==> src/rtl/sdp_pkg.sv <==
package sdp_pkg;

  localparam int unsigned MAX_BEATS = 8;
  localparam int unsigned BEAT_W    = $clog2(MAX_BEATS) + 1;

  localparam logic [2:0] BLC_1    = 3'd0;
  localparam logic [2:0] BLC_2    = 3'd1;
  localparam logic [2:0] BLC_4    = 3'd2;
  localparam logic [2:0] BLC_8    = 3'd3;
  localparam logic [2:0] BLC_PAGE = 3'd7;

  typedef logic [BEAT_W-1:0] beat_cnt_t;

  // Beat count for a fixed-length code; reserved codes and page give one.
  function automatic beat_cnt_t bl_beats(input logic [2:0] code);
    case (code)
      BLC_2:   return beat_cnt_t'(2);
      BLC_4:   return beat_cnt_t'(4);
      BLC_8:   return beat_cnt_t'(8);
      default: return beat_cnt_t'(1);
    endcase
  endfunction

endpackage

==> src/rtl/sdp_beat_seq.sv <==
module sdp_beat_seq
  import sdp_pkg::*;
(
  input  logic       clk,
  input  logic       rst_n,
  input  logic [2:0] cfg_bl,
  input  logic       cmd_rd,
  input  logic       cmd_wr,
  input  logic       cmd_bst,
  output logic       beat_rd,
  output logic       beat_wr
);

  logic      act_q, act_d;
  logic      wr_q, wr_d;
  logic      page_q, page_d;
  beat_cnt_t rem_q, rem_d;
  beat_cnt_t len;
  logic      new_cmd;
  logic      beat;

  always_comb begin
    new_cmd = cmd_rd | cmd_wr;
    len     = bl_beats(cfg_bl);
    act_d   = act_q;
    wr_d    = wr_q;
    page_d  = page_q;
    rem_d   = rem_q;
    if (new_cmd) begin
      page_d = (cfg_bl == BLC_PAGE);
      rem_d  = len - beat_cnt_t'(1);
      act_d  = page_d || (len > beat_cnt_t'(1));
      wr_d   = cmd_wr;
    end else if (cmd_bst) begin
      act_d = 1'b0;
    end else if (act_q && !page_q) begin
      rem_d = rem_q - beat_cnt_t'(1);
      act_d = (rem_q > beat_cnt_t'(1));
    end
  end

  always_comb begin
    beat    = new_cmd | (act_q & ~cmd_bst);
    beat_wr = beat & (new_cmd ? cmd_wr : wr_q);
    beat_rd = beat & ~beat_wr;
  end

  always_ff @(posedge clk or negedge rst_n) begin
    if (!rst_n) begin
      act_q  <= 1'b0;
      wr_q   <= 1'b0;
      page_q <= 1'b0;
      rem_q  <= '0;
    end else begin
      act_q  <= act_d;
      wr_q   <= wr_d;
      page_q <= page_d;
      rem_q  <= rem_d;
    end
  end

  AST_ONE_STROBE: assert property (@(posedge clk) disable iff (!rst_n)
    $onehot0({cmd_rd, cmd_wr, cmd_bst}));

  AST_BST_SILENCES: assert property (@(posedge clk) disable iff (!rst_n)
    cmd_bst |=> !((beat_rd || beat_wr) && !cmd_rd && !cmd_wr));

  AST_SINGLE_BEAT: assert property (@(posedge clk) disable iff (!rst_n)
    ((cmd_rd || cmd_wr) && cfg_bl == BLC_1) ##1 (!cmd_rd && !cmd_wr)
      |-> (!beat_rd && !beat_wr));

endmodule

==> src/rtl/sdp_pad_drive.sv <==
module sdp_pad_drive #(
  parameter int DW = 16,
  localparam int NB = DW / 8
) (
  input  logic          clk,
  input  logic          rst_n,
  input  logic          beat_wr,
  input  logic [DW-1:0] wr_data_in,
  input  logic [NB-1:0] wr_mask_in,
  input  logic [NB-1:0] rd_mask_in,
  output logic [DW-1:0] dq_out,
  output logic [NB-1:0] dqm_out,
  output logic          dq_oe
);

  logic [DW-1:0] dq_q, dq_d;
  logic [NB-1:0] dqm_q, dqm_d;
  logic          oe_q, oe_d;
  logic          dq_en;

  always_comb begin
    dq_en = beat_wr | oe_q;
    dq_d  = beat_wr ? wr_data_in : '0;
    dqm_d = beat_wr ? wr_mask_in : rd_mask_in;
    oe_d  = beat_wr;
  end

  always_ff @(posedge clk or negedge rst_n) begin
    if (!rst_n) begin
      dq_q  <= '0;
      dqm_q <= '0;
      oe_q  <= 1'b0;
    end else begin
      if (dq_en) dq_q <= dq_d;
      dqm_q <= dqm_d;
      oe_q  <= oe_d;
    end
  end

  assign dq_out  = dq_q;
  assign dqm_out = dqm_q;
  assign dq_oe   = oe_q;

  AST_WR_MASK_SAME_BEAT: assert property (@(posedge clk) disable iff (!rst_n)
    beat_wr |=> (dq_oe && dqm_out == $past(wr_mask_in) && dq_out == $past(wr_data_in)));

  AST_IDLE_MASK_FOLLOWS: assert property (@(posedge clk) disable iff (!rst_n)
    !beat_wr |=> (!dq_oe && dqm_out == $past(rd_mask_in) && dq_out == '0));

endmodule

==> src/rtl/sdp_rd_capture.sv <==
module sdp_rd_capture #(
  parameter int DW     = 16,
  parameter int MIN_CL = 2,
  parameter int MAX_CL = 3,
  localparam int NB    = DW / 8,
  localparam int DQM_LAT = 2
) (
  input  logic          clk,
  input  logic          rst_n,
  input  logic          cfg_cl3,
  input  logic          beat_rd,
  input  logic [NB-1:0] dqm_pad,
  input  logic [DW-1:0] dq_in,
  output logic          rd_valid,
  output logic [DW-1:0] rd_data,
  output logic [NB-1:0] rd_byte_vld
);

  logic [MAX_CL:0]  slot_q, slot_d;
  logic [NB-1:0]    mp_q [DQM_LAT];
  logic [NB-1:0]    mp_d [DQM_LAT];
  logic             cap_now;
  logic             vld_q, vld_d;
  logic [NB-1:0]    bv_q, bv_d;
  logic [NB-1:0]    mask_use;

  always_comb begin
    slot_d   = {slot_q[MAX_CL-1:0], beat_rd};
    cap_now  = cfg_cl3 ? slot_q[MAX_CL] : slot_q[MIN_CL];
    mp_d[0]  = dqm_pad;
    for (int i = 1; i < DQM_LAT; i++) mp_d[i] = mp_q[i-1];
    mask_use = mp_q[DQM_LAT-1];
    vld_d    = cap_now;
    bv_d     = cap_now ? ~mask_use : '0;
  end

  always_ff @(posedge clk or negedge rst_n) begin
    if (!rst_n) begin
      slot_q <= '0;
      vld_q  <= 1'b0;
      bv_q   <= '0;
      for (int i = 0; i < DQM_LAT; i++) mp_q[i] <= '0;
    end else begin
      slot_q <= slot_d;
      vld_q  <= vld_d;
      bv_q   <= bv_d;
      for (int i = 0; i < DQM_LAT; i++) mp_q[i] <= mp_d[i];
    end
  end

  for (genvar b = 0; b < NB; b++) begin : g_lane
    logic [7:0] lane_q, lane_d;
    always_comb lane_d = mask_use[b] ? 8'h00 : dq_in[8*b +: 8];
    always_ff @(posedge clk or negedge rst_n) begin
      if (!rst_n)       lane_q <= '0;
      else if (cap_now) lane_q <= lane_d;
    end
    assign rd_data[8*b +: 8] = lane_q;

    AST_MASKED_LANE_ZERO: assert property (@(posedge clk) disable iff (!rst_n)
      (rd_valid && !rd_byte_vld[b]) |-> (rd_data[8*b +: 8] == 8'h00));
  end

  assign rd_valid    = vld_q;
  assign rd_byte_vld = bv_q;

  AST_VLD_ONLY_WITH_DATA: assert property (@(posedge clk) disable iff (!rst_n)
    !rd_valid |-> (rd_byte_vld == '0));

  AST_READ_MASK_LATE: assert property (@(posedge clk) disable iff (!rst_n)
    rd_valid |-> (rd_byte_vld == ~$past(dqm_pad, 3)));

endmodule

==> src/rtl/sdram_dq_path.sv <==
module sdram_dq_path
  import sdp_pkg::*;
#(
  parameter int DW = 16,
  localparam int NB = DW / 8
) (
  input  logic          clk,
  input  logic          rst_n,
  input  logic          cfg_cl3,
  input  logic [2:0]    cfg_bl,
  input  logic          cmd_rd,
  input  logic          cmd_wr,
  input  logic          cmd_bst,
  input  logic [DW-1:0] wr_data_in,
  input  logic [NB-1:0] wr_mask_in,
  output logic          wr_take,
  input  logic [NB-1:0] rd_mask_in,
  output logic [DW-1:0] dq_out,
  output logic          dq_oe,
  output logic [NB-1:0] dqm_out,
  input  logic [DW-1:0] dq_in,
  output logic          rd_valid,
  output logic [DW-1:0] rd_data,
  output logic [NB-1:0] rd_byte_vld
);

  logic [1:0] rst_sync_q;
  logic       core_rst_n;
  logic       beat_rd;
  logic       beat_wr;

  // Reset asserts at once and leaves on a clock edge.
  always_ff @(posedge clk or negedge rst_n) begin
    if (!rst_n) rst_sync_q <= 2'b00;
    else        rst_sync_q <= {rst_sync_q[0], 1'b1};
  end
  assign core_rst_n = rst_sync_q[1];

  sdp_beat_seq u_seq (
    .clk     (clk),
    .rst_n   (core_rst_n),
    .cfg_bl  (cfg_bl),
    .cmd_rd  (cmd_rd),
    .cmd_wr  (cmd_wr),
    .cmd_bst (cmd_bst),
    .beat_rd (beat_rd),
    .beat_wr (beat_wr)
  );

  sdp_pad_drive #(.DW(DW)) u_pad (
    .clk        (clk),
    .rst_n      (core_rst_n),
    .beat_wr    (beat_wr),
    .wr_data_in (wr_data_in),
    .wr_mask_in (wr_mask_in),
    .rd_mask_in (rd_mask_in),
    .dq_out     (dq_out),
    .dqm_out    (dqm_out),
    .dq_oe      (dq_oe)
  );

  sdp_rd_capture #(.DW(DW)) u_cap (
    .clk         (clk),
    .rst_n       (core_rst_n),
    .cfg_cl3     (cfg_cl3),
    .beat_rd     (beat_rd),
    .dqm_pad     (dqm_out),
    .dq_in       (dq_in),
    .rd_valid    (rd_valid),
    .rd_data     (rd_data),
    .rd_byte_vld (rd_byte_vld)
  );

  assign wr_take = beat_wr;

  AST_RD_LAT_CL2: assert property (@(posedge clk) disable iff (!core_rst_n)
    (!cfg_cl3 && $stable(cfg_cl3)) |-> (rd_valid == $past(beat_rd, 4)));

  AST_RD_LAT_CL3: assert property (@(posedge clk) disable iff (!core_rst_n)
    (cfg_cl3 && $stable(cfg_cl3)) |-> (rd_valid == $past(beat_rd, 5)));

  AST_OE_CLEAR_OF_READ: assert property (@(posedge clk) disable iff (!core_rst_n)
    dq_oe |=> !rd_valid);

endmodule

==> config.mk <==
export PLATFORM = sky130hd
export DESIGN_NAME = sdram_dq_path
export DESIGN_NICKNAME = d
export VERILOG_FILES = /design/src/rtl/sdp_pkg.sv /design/src/rtl/sdp_beat_seq.sv /design/src/rtl/sdp_pad_drive.sv /design/src/rtl/sdp_rd_capture.sv /design/src/rtl/sdram_dq_path.sv
export SDC_FILE = /design/constraint.sdc
export NUM_CORES = 1
export LEC_CHECK = 0
export ABC_AREA = 1
export BUFFER_PORTS_ARGS = -buffer_cell sky130_fd_sc_hd__buf_2
export CORE_ASPECT_RATIO = 0.5
export CORE_MARGIN = 2
export CORE_UTILIZATION = 46
export CTS_BUF_LIST = sky130_fd_sc_hd__clkbuf_16
export CTS_CLUSTER_DIAMETER = 80
export DETAILED_ROUTE_END_ITERATION = 10
export GPL_TIMING_DRIVEN = 0
export PLACE_DENSITY_LB_ADDON = 0.25
export RECOVER_POWER = 50
export SYNTH_ARGS = -nofsm -noshare
export SYNTH_HDL_FRONTEND = slang
export SYNTH_SLANG_ARGS = --single-unit
==> constraint.sdc <==
create_clock -name clk -period 2.3 [get_ports clk]
set_clock_uncertainty 0.05 [all_clocks]
set_input_delay 0 -clock clk [delete_from_list [all_inputs] [get_ports clk]]
set_output_delay 0 -clock clk [all_outputs]
set_load 0.02 [all_outputs]
# == Word level (Yosys, flattened, before mapping) ==
# Index checks and enable logic that the tools add are counted.
# word_totals
reg_bits,55
latchBits,0
mem_bits_rw,0
mem_bits_ro,0
input_bits,45
output_inout_bits,39
word_cells,53
mem_count,0
# op_classes
addsub,2
n_mul,0
n_div,0
order_cmp,2
eq_ne,5
shifts,0
mux,14
bitwise_logic,9
reduce_logical,6
# op_table
cell,count
16-bit 2-to-1 mux,1
8-bit 2-to-1 mux,2
4-bit 2-to-1 mux,3
4-bit case mux with 3 select lines,1
"4-bit by 1-bit > comparator with 1-bit output, second input constant",2
"4-bit by 1-bit subtractor with 4-bit output, second input constant",2
"3-bit by 2-bit == test with 1-bit output, second input constant",2
1-bit 2-to-1 mux,5
2-bit 2-to-1 mux,2
1-bit AND,3
"3-bit by 1-bit == test with 1-bit output, second input constant",1
"3-bit == test, second input constant",1
1-bit bitwise OR,3
3-bit nonzero test,1
"2-bit by 1-bit != test with 1-bit output, second input constant",1
1-bit inverter,2
2-bit inverter,1
2-bit AND reduction,1
2-bit nonzero test,1
1-bit logical AND,1
1-bit zero test,1
1-bit logical OR,1

# == Depth between registers and ports, before layout ==
# Gate-level depths: netlist of the first run.
# depth
word_depth,6
ltp_mapped,9
ltp_nobuf,9

# == Cells and area by module ==
# Synthesis of the first run repeated with hierarchy kept, for this count alone.
# unflattened
hier_cells,270
area_unflattened_um2,2321.0
# by_module_without_submodules
module,instances,cells_each,area_per_inst_um2,seq_area_each_um2
sdp_rd_capture,1,119,1073.5,675.6
sdp_pad_drive,1,77,713.2,475.5
sdp_beat_seq,1,71,480.5,175.2
sdram_dq_path,1,3,53.8,50.0

# == Worst setup path before layout of the first run ==
# Ideal clock, no wire load.
# synth_path
kind,reg2reg
start,"register u_pad.oe_q, in the netlist u_pad.dq_oe"
end,"register u_pad.dq_q[10], in the netlist u_pad.dq_out[10]"
setup_time_ps,65
t_arrival_ps,1042
required_ps,2185
setup_slack_ps,1143
path_stages_with_launch,5
path_buffers,1
synth_period_minus_slack_ps,1157
path_cell_list,dfrtp_1 -> inv_1 -> clkbuf_1 -> nand3_1 -> nand2_1
# synth_between
elab_chain_len,1
# synth_lines
item,line,text
from (decl),sdp_pad_drive.sv:18,"logic oe_q, oe_d;"
from (signal assigned),sdp_pad_drive.sv:32,oe_q <= 1'b0;
from (signal assigned),sdp_pad_drive.sv:36,oe_q <= oe_d;
1-bit bitwise OR,sdp_pad_drive.sv:22,dq_en = beat_wr | oe_q;
to (signal assigned),sdp_pad_drive.sv:34,if (dq_en) dq_q <= dq_d;
to (decl),sdp_pad_drive.sv:16,"logic [DW-1:0] dq_q, dq_d;"
# No other way between the ends.
# A chain may end at the register's enable or synchronous reset.

# == Worst setup path in the final report of the first run ==
# layout_path
start,input port cmd_wr
end,"register u_pad.dqm_q[1], in the netlist u_pad.dqm_out[1]"
# layout_between
elab_chain_len,4
word_cells_on_any_way,5
cone_classes,mux: 2; bitwise: 3
# layout_lines
item,line,text
from (decl),sdram_dq_path.sv:12,"input logic cmd_wr,"
1-bit bitwise OR,sdp_beat_seq.sv:23,new_cmd = cmd_rd | cmd_wr;
1-bit bitwise OR or 1-bit 2-to-1 mux (tied branches),"sdp_beat_seq.sv:43, sdp_beat_seq.sv:44",
1-bit AND (*),sdp_beat_seq.sv:44,beat_wr = beat & (new_cmd ? cmd_wr : wr_q);
2-bit 2-to-1 mux (*),sdp_pad_drive.sv:24,dqm_d = beat_wr ? wr_mask_in : rd_mask_in;
via u_pad.dqm_d[1],sdp_pad_drive.sv:17,"logic [NB-1:0] dqm_q, dqm_d;"
to (signal assigned),sdp_pad_drive.sv:35,dqm_q <= dqm_d;
to (decl),sdp_pad_drive.sv:17,
# Mark *: on every way through the listed nets, which the timed path passes. The rest lies on a longest branch.

==> impl_results.md, run 1 <==
* Worst Hold Slack at 0.06357 ns
* Multi-input gate area at 723.2 um^2
* Initial core utilization at 49.41%
* EDFF count, synth at 0
* Chip Height at 53.33 um
* Syn Area/Cell at 9.288 um^2
* Initial antenna violation count at 0
* Ys flop type: dfrtp_1
* RSZ-0062 raised after global routing: no
* Final number of max-transition violations at 0
* Final ANT Viol Nets at 0
* Clk_lat worst skew at 0.29 ns
* 1st-pass router iterations at 4
* Critical path's slowest cell: dlygate4sd3_1
* Crit end category: register
* Vias in the first global route at 2016
* Cell Area, Synth at 2238 um^2
* WP data arrival at 1.94 ns
* Post-synth top cells: nand2_1 (96), dfrtp_1 (55), nand3_1 (39)
* First-pass GRT wire length at 8252 um
* Drt total wl at 5074 um
* Data required, critical path at 2.42 ns
* Routed WL per cell at 11.48 um
* Yosys warns at 0
* Worst stage delay on the critical path at 0.57 ns
* FILL cells at 344
* GRT overflow at 0
* Final Hold Fails at 0
* PortBufs at 83
* Final setup fails at 0
* Cell count after synthesis at 241
* Area growth syn-to-layout at 47.90%
* Outcome: complete, no violations
* Max_cap viols at 0
* Core area at 4531 um^2
* H-tree lvl count at 2
* Slew HR at 44.63%
* Row cnt at 17
* Clock Tree Buf Depth at 2
* ANT cells at 0
* Crit-path cells: dlygate4sd3_1, clkbuf_1, nor2_4, nand2_4, nand2_8, inv_6, buf_8, nand2_1, nand2_1, dlygate4sd3_1
* Residual DRC at 0
* Total Power at 0.002469 W
* Layout cell share with drive strength beyond 1 at 27.13%
* Die W at 102.7 um
* Final min period at 1.821 ns
* Period utilization at 79.18%
* Root Buffer: clkbuf_16
* Tightest Pin Transition at 0.8305 ns
* PwrDens at 745.8 nW/um^2
* Worst min path class: in -> reg
* Top-area cell type share of the netlist area at 61.49%
* Vias at 2007
* Clk slew on worst S/H paths at 0.07 ns
* TritonCTS clock tree: built
* Fmax at 0.5491 GHz
* Inserted Clock Buffers at 5
* DP Wirelength at 3219 um
* RePlAce Congestion at 0.7769
* Largest net degree at the start of global routing at 37
* Clk sinks at 55
* CTS-repair resized insts at 0
* Hold Crit Start: cfg_bl[1]
* P_leak at 1.850 nW
* Syn nets at 288
* Yosys reg bits at 55
* Yosys top cell by area: dfrtp_1
* Crit path kind: in -> reg
* Vias per cell at 4.541
* Most frequent cell after synthesis: nand2_1
* Max FO, Critical Path at 11
* Worst setup startpoint: cmd_wr
* Register area at 1376 um^2
* GRT Total Usage at 19.96%
* Full die area at 5474 um^2
* FFs w/ async S/R, synth at 100.0%
* Layout Nets at 422
* DRT iter0 DRCs at 80
* Seq/Total Area, Yosys at 61.49%
* Synth cell types at 22
* Startpoint types: primary input
* Max IR drop VDD at 0.3544 mV
* Setup TNS at 0 ns
* Reg2reg start: u_seq.act_q$_DFFE_PN0P_
* Area contributors post-synth: dfrtp_1 (61%), nand2_1 (16%), nand3_1 (8.7%), inv_1 (2.7%), nand2_2 (1.4%)
* Top Ports at 84
==> timing repair <==
item / in CTS / in global routing
endpoints found under the hold margin: 40 / 0
hold buffers: 43 / 0
buffers inserted: 0 / 0
==> area by class of cell <==
cell class                      count  area share, %
Clock buffer                        5          3.779
Multi-Input combinational cell    158          21.84
Clock inverter                      3         0.7936
Timing Repair Buffer              127          25.32
Inverter                           21          2.532
Tap cell                           66          2.494
Buffer                              7          1.663
Sequential cell                    55          41.57
==> sequential cells by signal, summed over array words and instances, names as in the netlist <==
| name | flops |
|---|---|
| u_seq.act_q | 1 |
| u_pad.dqm_out | 2 |
| u_cap.g_lane.lane_q | 16 |
| u_cap.rd_valid | 1 |
| u_cap.mask_use | 2 |
| rst_sync_q | 2 |
| u_cap.mp_d | 2 |
| u_cap.slot_q | 4 |
| u_seq.rem_q | 4 |
| u_seq.page_q | 1 |
| u_seq.wr_q | 1 |
| u_cap.rd_byte_vld | 2 |
| u_pad.dq_out | 16 |
| u_pad.dq_oe | 1 |
==> routing by layer <==
metal / up-vias / track usage [%] / routed length (um)
met5: - / 0 / 0
met4: 0 / 4.444 / 27
met3: 4 / 5.020 / 206
met2: 48 / 41.39 / 2667
met1: 935 / 20.34 / 2172
li1: 1020 / - / -
==> cell families after synthesis <==
| kind of cell | after synthesis | share of synthesized area [%] |
|---|---|---|
| other cells | 1 | 0.1675 |
| simple gates | 148 | 29.46 |
| buf+inv | 28 | 6.204 |
| flops | 55 | 61.49 |
| compound gates | 7 | 1.565 |
| fa+ha+maj | 2 | 1.118 |
==> path summary, 6_finish.rpt <==
check,to,slack [ns],depth (start not counted)
worst min register to register,u_seq.page_q$_DFFE_PN0N_,0.25,0
worst max-delay path,u_pad.dqm_out[1]$_DFF_PN0_,0.48,10
worst max register to register,u_pad.dqm_out[1]$_DFF_PN0_,0.53,8
worst min-delay path,u_seq.rem_q[1]$_DFFE_PN0P_,0.06,5
min in group asynchronous,u_seq.page_q$_DFFE_PN0N_,0.25,0
max in group asynchronous,u_cap.g_lane[1].lane_q[5]$_DFFE_PN0P_,0.69,1
==> critical path, delay by kind of cell <==
family / cells / cell delay [ns]
buffers and inverters: 5 / 1.44
AND/OR/NAND/NOR: 5 / 0.49
==> power breakdown <==
| part | leakage, nW | internal, W | switching [W] |
|---|---|---|---|
| Clock | 0.0748 | 0.000414 | 0.000350 |
| Sequential | 0.695 | 0.00108 | 0.0000662 |
| Combinational | 1.08 | 0.000224 | 0.000331 |
==> metrics by stage <==
stage	instance area (um^2)	worst slack, ns	std cells	util (%)
finish	3311	0.4788	442	73.07
global route	3311	0.3207	442	73.07
CTS	3339	0.5230	442	73.71
detailed placement	2758	1.020	391	60.87
global placement	2736	0.07192	390	60.40
floorplan	2238	0.6055	241	-
==> layout by cell type (no fill, tap or decap), types with 2 or more instances in the layout <==
cell type      instances
nand2_1               96
buf_2                 75
dfrtp_1               55
dlygate4sd3_1         43
nand3_1               39
inv_1                 16
clkbuf_1              11
nand2_2                5
o21ai_0                5
clkbuf_16              5
inv_2                  4
inv_6                  3
nor2_1                 3
nand2_4                2
ha_1                   2
buf_4                  2
(Power assumes the default switching activity.)
==> inputs of run 2 (changes only) <==
- clock period: 2.3 -> 1.75 ns (I/O delays scaled with it)
==> impl_results.md, run 2 (synthesis results as in run 1) <==
* Tightest Pin Transition at 0.7228 ns
* Global route hottest layer: met2
* Row cnt at 17
* Startpoint types: primary input
* Vias per cell at 4.579
* Die W at 102.7 um
* RSZ-0062 raised after global routing: no
* Clock Tree Buf Depth at 2
* Post-CTS Setup Inserts at 0
* Drt total wl at 5098 um
* DP Wirelength at 3219 um
* M2 GR Usage at 41.72%
* Layout cell share with drive strength beyond 1 at 27.13%
* PortBufs at 83
* Critical path's slowest cell: dlygate4sd3_1
* Cell Count, Final, Fillers Out at 442
* Clk sinks at 55
* Final min period at 1.536 ns
* Commonest non-fill, non-tap cell in the layout: nand2_1
* Outcome: complete, no violations
* Max_cap viols at 0
* DRT iter0 DRCs at 67
* First-pass GRT wire length at 8314 um
* GRT overflow at 0
* WP data arrival at 1.71 ns
* H-tree lvl count at 2
* Clk slew on worst S/H paths at 0.07 ns
* Top Ports at 84
* Final number of max-transition violations at 0
* Worst stage delay on the critical path at 0.55 ns
* Crit path kind: in -> reg
* Inserted Clock Buffers at 5
* Post-Place Cells at 391
* Final Hold Fails at 0
* Routed WL per cell at 11.53 um
* Met3 GRT Util at 5.152%
* Setup TNS at 0 ns
* Crit-path cells: dlygate4sd3_1, clkbuf_1, inv_2, nand2_1, nand3_1, nand2_1, dlygate4sd3_1
* Area growth syn-to-layout at 48.02%
* Commonest non-fill, non-tap cells in the layout: nand2_1 (96), buf_2 (75), dfrtp_1 (55)
* 1st-pass router iterations at 4
* Chip Height at 53.33 um
* Core area at 4531 um^2
* Final ANT Viol Nets at 0
* Fmax at 0.6509 GHz
* TritonCTS clock tree: built
* Crit end category: register
* Max IR drop VDD at 0.4637 mV
* Period utilization at 87.79%
* CTS-repair resized insts at 0
* Final setup fails at 0
* Met1 usage at 20.17%
* Post-Place Cell Area at 2758 um^2
* ANT cells at 0
* Total Power at 0.003241 W
* Layout Nets at 422
* Slew HR at 51.81%
* P_leak at 1.850 nW
* Clk_lat worst skew at 0.29 ns
* Data required, critical path at 1.93 ns
* RePlAce Congestion at 0.7769
* Worst min path class: in -> reg
* Post-route cell area at 3313 um^2
* Vias in the first global route at 2053
* Max FO, Critical Path at 7
* Cts hold-fix bufs at 43
* Root Buffer: clkbuf_16
* Residual DRC at 0
* Initial core utilization at 49.41%
* Initial antenna violation count at 0
* Worst Hold Slack at 0.06383 ns
* Full die area at 5474 um^2
* GRT Total Usage at 20.08%
* Largest net degree at the start of global routing at 37
* Vias at 2024
* PwrDens at 978.3 nW/um^2
==> run 2: path summary, 6_finish.rpt <==
| path | start | to | slack (ns) | cells after the start |
|---|---|---|---|---|
| setup / recovery | cmd_wr | u_seq.page_q$_DFFE_PN0N_ | 0.21 | 7 |
| hold / removal | cfg_bl[1] | u_seq.rem_q[1]$_DFFE_PN0P_ | 0.06 | 5 |
| setup reg to reg | rst_sync_q[1]$_DFF_PN0_ | u_cap.g_lane[1].lane_q[5]$_DFFE_PN0P_ | 0.41 | 1 |
| hold reg to reg | rst_sync_q[1]$_DFF_PN0_ | u_seq.page_q$_DFFE_PN0N_ | 0.25 | 0 |
| max in group asynchronous | rst_sync_q[1]$_DFF_PN0_ | u_cap.g_lane[1].lane_q[5]$_DFFE_PN0P_ | 0.41 | 1 |
| min in group asynchronous | rst_sync_q[1]$_DFF_PN0_ | u_seq.page_q$_DFFE_PN0N_ | 0.25 | 0 |
==> run 2: per-stage QoR <==
stage / util, % / worst slack [ns]
final: 73.13 / 0.2137
after global routing: 73.13 / 0.1159
after CTS: 73.71 / 0.2765
after detailed placement: 60.87 / 0.4700
after global placement: 60.40 / -0.4781
after floorplan: - / 0.05547
==> run 2: area by class of cell <==
cell class                      instances  area [um^2]
Inverter                               21        83.83
Multi-Input combinational cell        158        723.2
Clock buffer                            5        125.1
Clock inverter                          3        26.28
Sequential cell                        55         1376
Tap cell                               66        82.58
Fill cell                             345         1217
Timing Repair Buffer                  127        840.8
Buffer                                  7        55.05
==> run 2: power breakdown <==
part           internal, W  total (W)  switching (W)
registers          0.00143    0.00151      0.0000868
clock network     0.000544    0.00100       0.000460
logic             0.000292   0.000726       0.000434
==> run 2: routing by layer <==
metal | part of all wire, % | vias to the layer above
met5 | 0 | -
met4 | 1.0 | 0
met3 | 4.6 | 8
met2 | 53 | 60
met1 | 42 | 936
li1 | - | 1020
==> run 2: worst max-delay path: cells and delay by family <==
kind | cells | cell delay, ns
buffers and inverters | 4 | 1.33
AND/OR/NAND/NOR | 3 | 0.38
==> inputs of run 3 (changes only) <==
- GPL_TIMING_DRIVEN: 0 -> 1
==> impl_results.md, run 3 (synthesis results as in run 1) <==
* Outcome: complete, no violations
* First-pass GRT wire length at 8487 um
* FILL cells at 338
* Clock Tree Buf Depth at 2
* Startpoint types: primary input
* PwrDens at 977.3 nW/um^2
* Tightest Pin Transition at 0.7569 ns
* Fmax at 0.5954 GHz
* CTS-repair resized insts at 0
* Slew HR at 49.54%
* Clk sinks at 55
* Final ANT Viol Nets at 0
* Met3 GRT Util at 4.624%
* Crit end category: register
* WP data arrival at 1.80 ns
* Crit path kind: in -> reg
* Root Buffer: clkbuf_16
* Commonest non-fill, non-tap cells in the layout: nand2_1 (96), buf_2 (72), dfrtp_1 (55)
* Routed WL per cell at 11.90 um
* Max IR drop VDD at 0.4672 mV
* Max FO, Critical Path at 20
* Max_cap viols at 0
* PortBufs at 83
* Final core area utilization at 73.41%
* Met1 usage at 22.13%
* Row cnt at 17
* Switching power share of the total at 30.38%
* Clock network power share at 30.8%
* Final Hold Fails at 0
* Top Ports at 84
* Die W at 102.7 um
* Full die area at 5474 um^2
* M2 GR Usage at 40.52%
* Chip Height at 53.33 um
* GRT Total Usage at 20.68%
* Global route hottest layer: met2
* Final setup fails at 0
* ANT cells at 0
* Setup TNS at 0 ns
* TritonCTS clock tree: built
* Inserted Clock Buffers at 5
* Flop pwr share at 46.6%
* Initial core utilization at 49.41%
* Cell Int Power at 0.002263 W
* Switching Power at 0.0009876 W
* Layout Nets at 424
* Core area at 4531 um^2
* Total Power at 0.003250 W
* RePlAce Congestion at 0.8295
* Drt total wl at 5284 um
* Comb pwr share at 22.6%
* Vias at 2067
* GRT overflow at 0
* Final min period at 1.680 ns
* 1st-pass router iterations at 4
* DRT iter0 DRCs at 52
* P_leak at 1.856 nW
* Vias in the first global route at 1986
* H-tree lvl count at 2
* Worst min path class: in -> reg
* Data required, critical path at 1.87 ns
* Clk_lat worst skew at 0.29 ns
* DP Wirelength at 3266 um
* Largest net degree at the start of global routing at 36
* Vias per cell at 4.655
* Residual DRC at 0
* Period utilization at 95.98%
* Clk slew on worst S/H paths at 0.07 ns
* Layout cell share with drive strength beyond 1 at 27.51%
* Commonest non-fill, non-tap cell in the layout: nand2_1
* Area growth syn-to-layout at 48.57%
* Final number of max-transition violations at 0
* Initial antenna violation count at 0
-- run 3: what timing repair did --
item / 4_1_cts / 5_1_grt
endpoints found under the hold margin: 42 / 0
endpoints found under the setup margin: 0 / 2
buffers inserted: 0 / 7
hold buffers: 43 / 0
-- run 3: per-layer routing --
metal,wire (um),vias up
met5,0,-
met4,138,0
met3,250,16
met2,2714,73
met1,2182,954
li1,-,1024
-- run 3: area by class of cell --
type / count / area [um^2] / share of cell area (%)
Sequential cell: 55 / 1376 / 41.38
Timing Repair Buffer: 136 / 907.1 / 27.28
Clock inverter: 3 / 27.53 / 0.8277
Tap cell: 66 / 82.58 / 2.483
Clock buffer: 5 / 125.1 / 3.762
Multi-Input combinational cell: 158 / 723.2 / 21.75
Inverter: 21 / 83.83 / 2.521
-- run 3: power groups by stage --
stage	registers (W)	clock network [W]	logic [W]
2_1_floorplan	0.00168	0	0.000265
3_3_place_gp	0.00153	0	0.000629
3_5_place_dp	0.00154	0	0.000646
4_1_cts	0.00151	0.00103	0.000725
5_1_grt	0.00153	0.00109	0.000815
6_report	0.00151	0.00100	0.000734
-- run 3: worst paths after layout --
kind	cells past startpoint	end	slack [ns]	from
max	9	u_pad.dqm_out[0]$_DFF_PN0_	0.07	cmd_rd
min	5	u_seq.page_q$_DFFE_PN0N_	0.03	cfg_bl[0]
max reg2reg	7	u_pad.dqm_out[0]$_DFF_PN0_	0.11	u_seq.act_q$_DFFE_PN0P_
min reg2reg	0	u_cap.g_lane[0].lane_q[6]$_DFFE_PN0P_	0.26	rst_sync_q[1]$_DFF_PN0_
max in group asynchronous	1	u_pad.dqm_out[0]$_DFF_PN0_	0.38	rst_sync_q[1]$_DFF_PN0_
min in group asynchronous	0	u_cap.g_lane[0].lane_q[6]$_DFFE_PN0P_	0.26	rst_sync_q[1]$_DFF_PN0_
-- run 3: through the flow --
stage          cells  setup slack (ns)  cell area [um^2]  hold WS (ns)
2_1_floorplan    241           0.05547              2238       -0.3456
3_3_place_gp     386            0.5941              2718       -0.2658
3_5_place_dp     386            0.5484              2718       -0.2560
4_1_cts          437           0.01180              3301       0.02837
5_1_grt          444          -0.02048              3326       0.07170
6_report         444           0.07037              3326       0.03287
-- run 3: worst max-delay path, stage by stage --
cell and delay (ns):
dlygate4sd3_1 0.53, buf_2 0.14, nor2_4 0.17, nand2_4 0.09, nand2_8 0.10, inv_6 0.08
nand2_1 0.08, nand2_1 0.05, dlygate4sd3_1 0.55
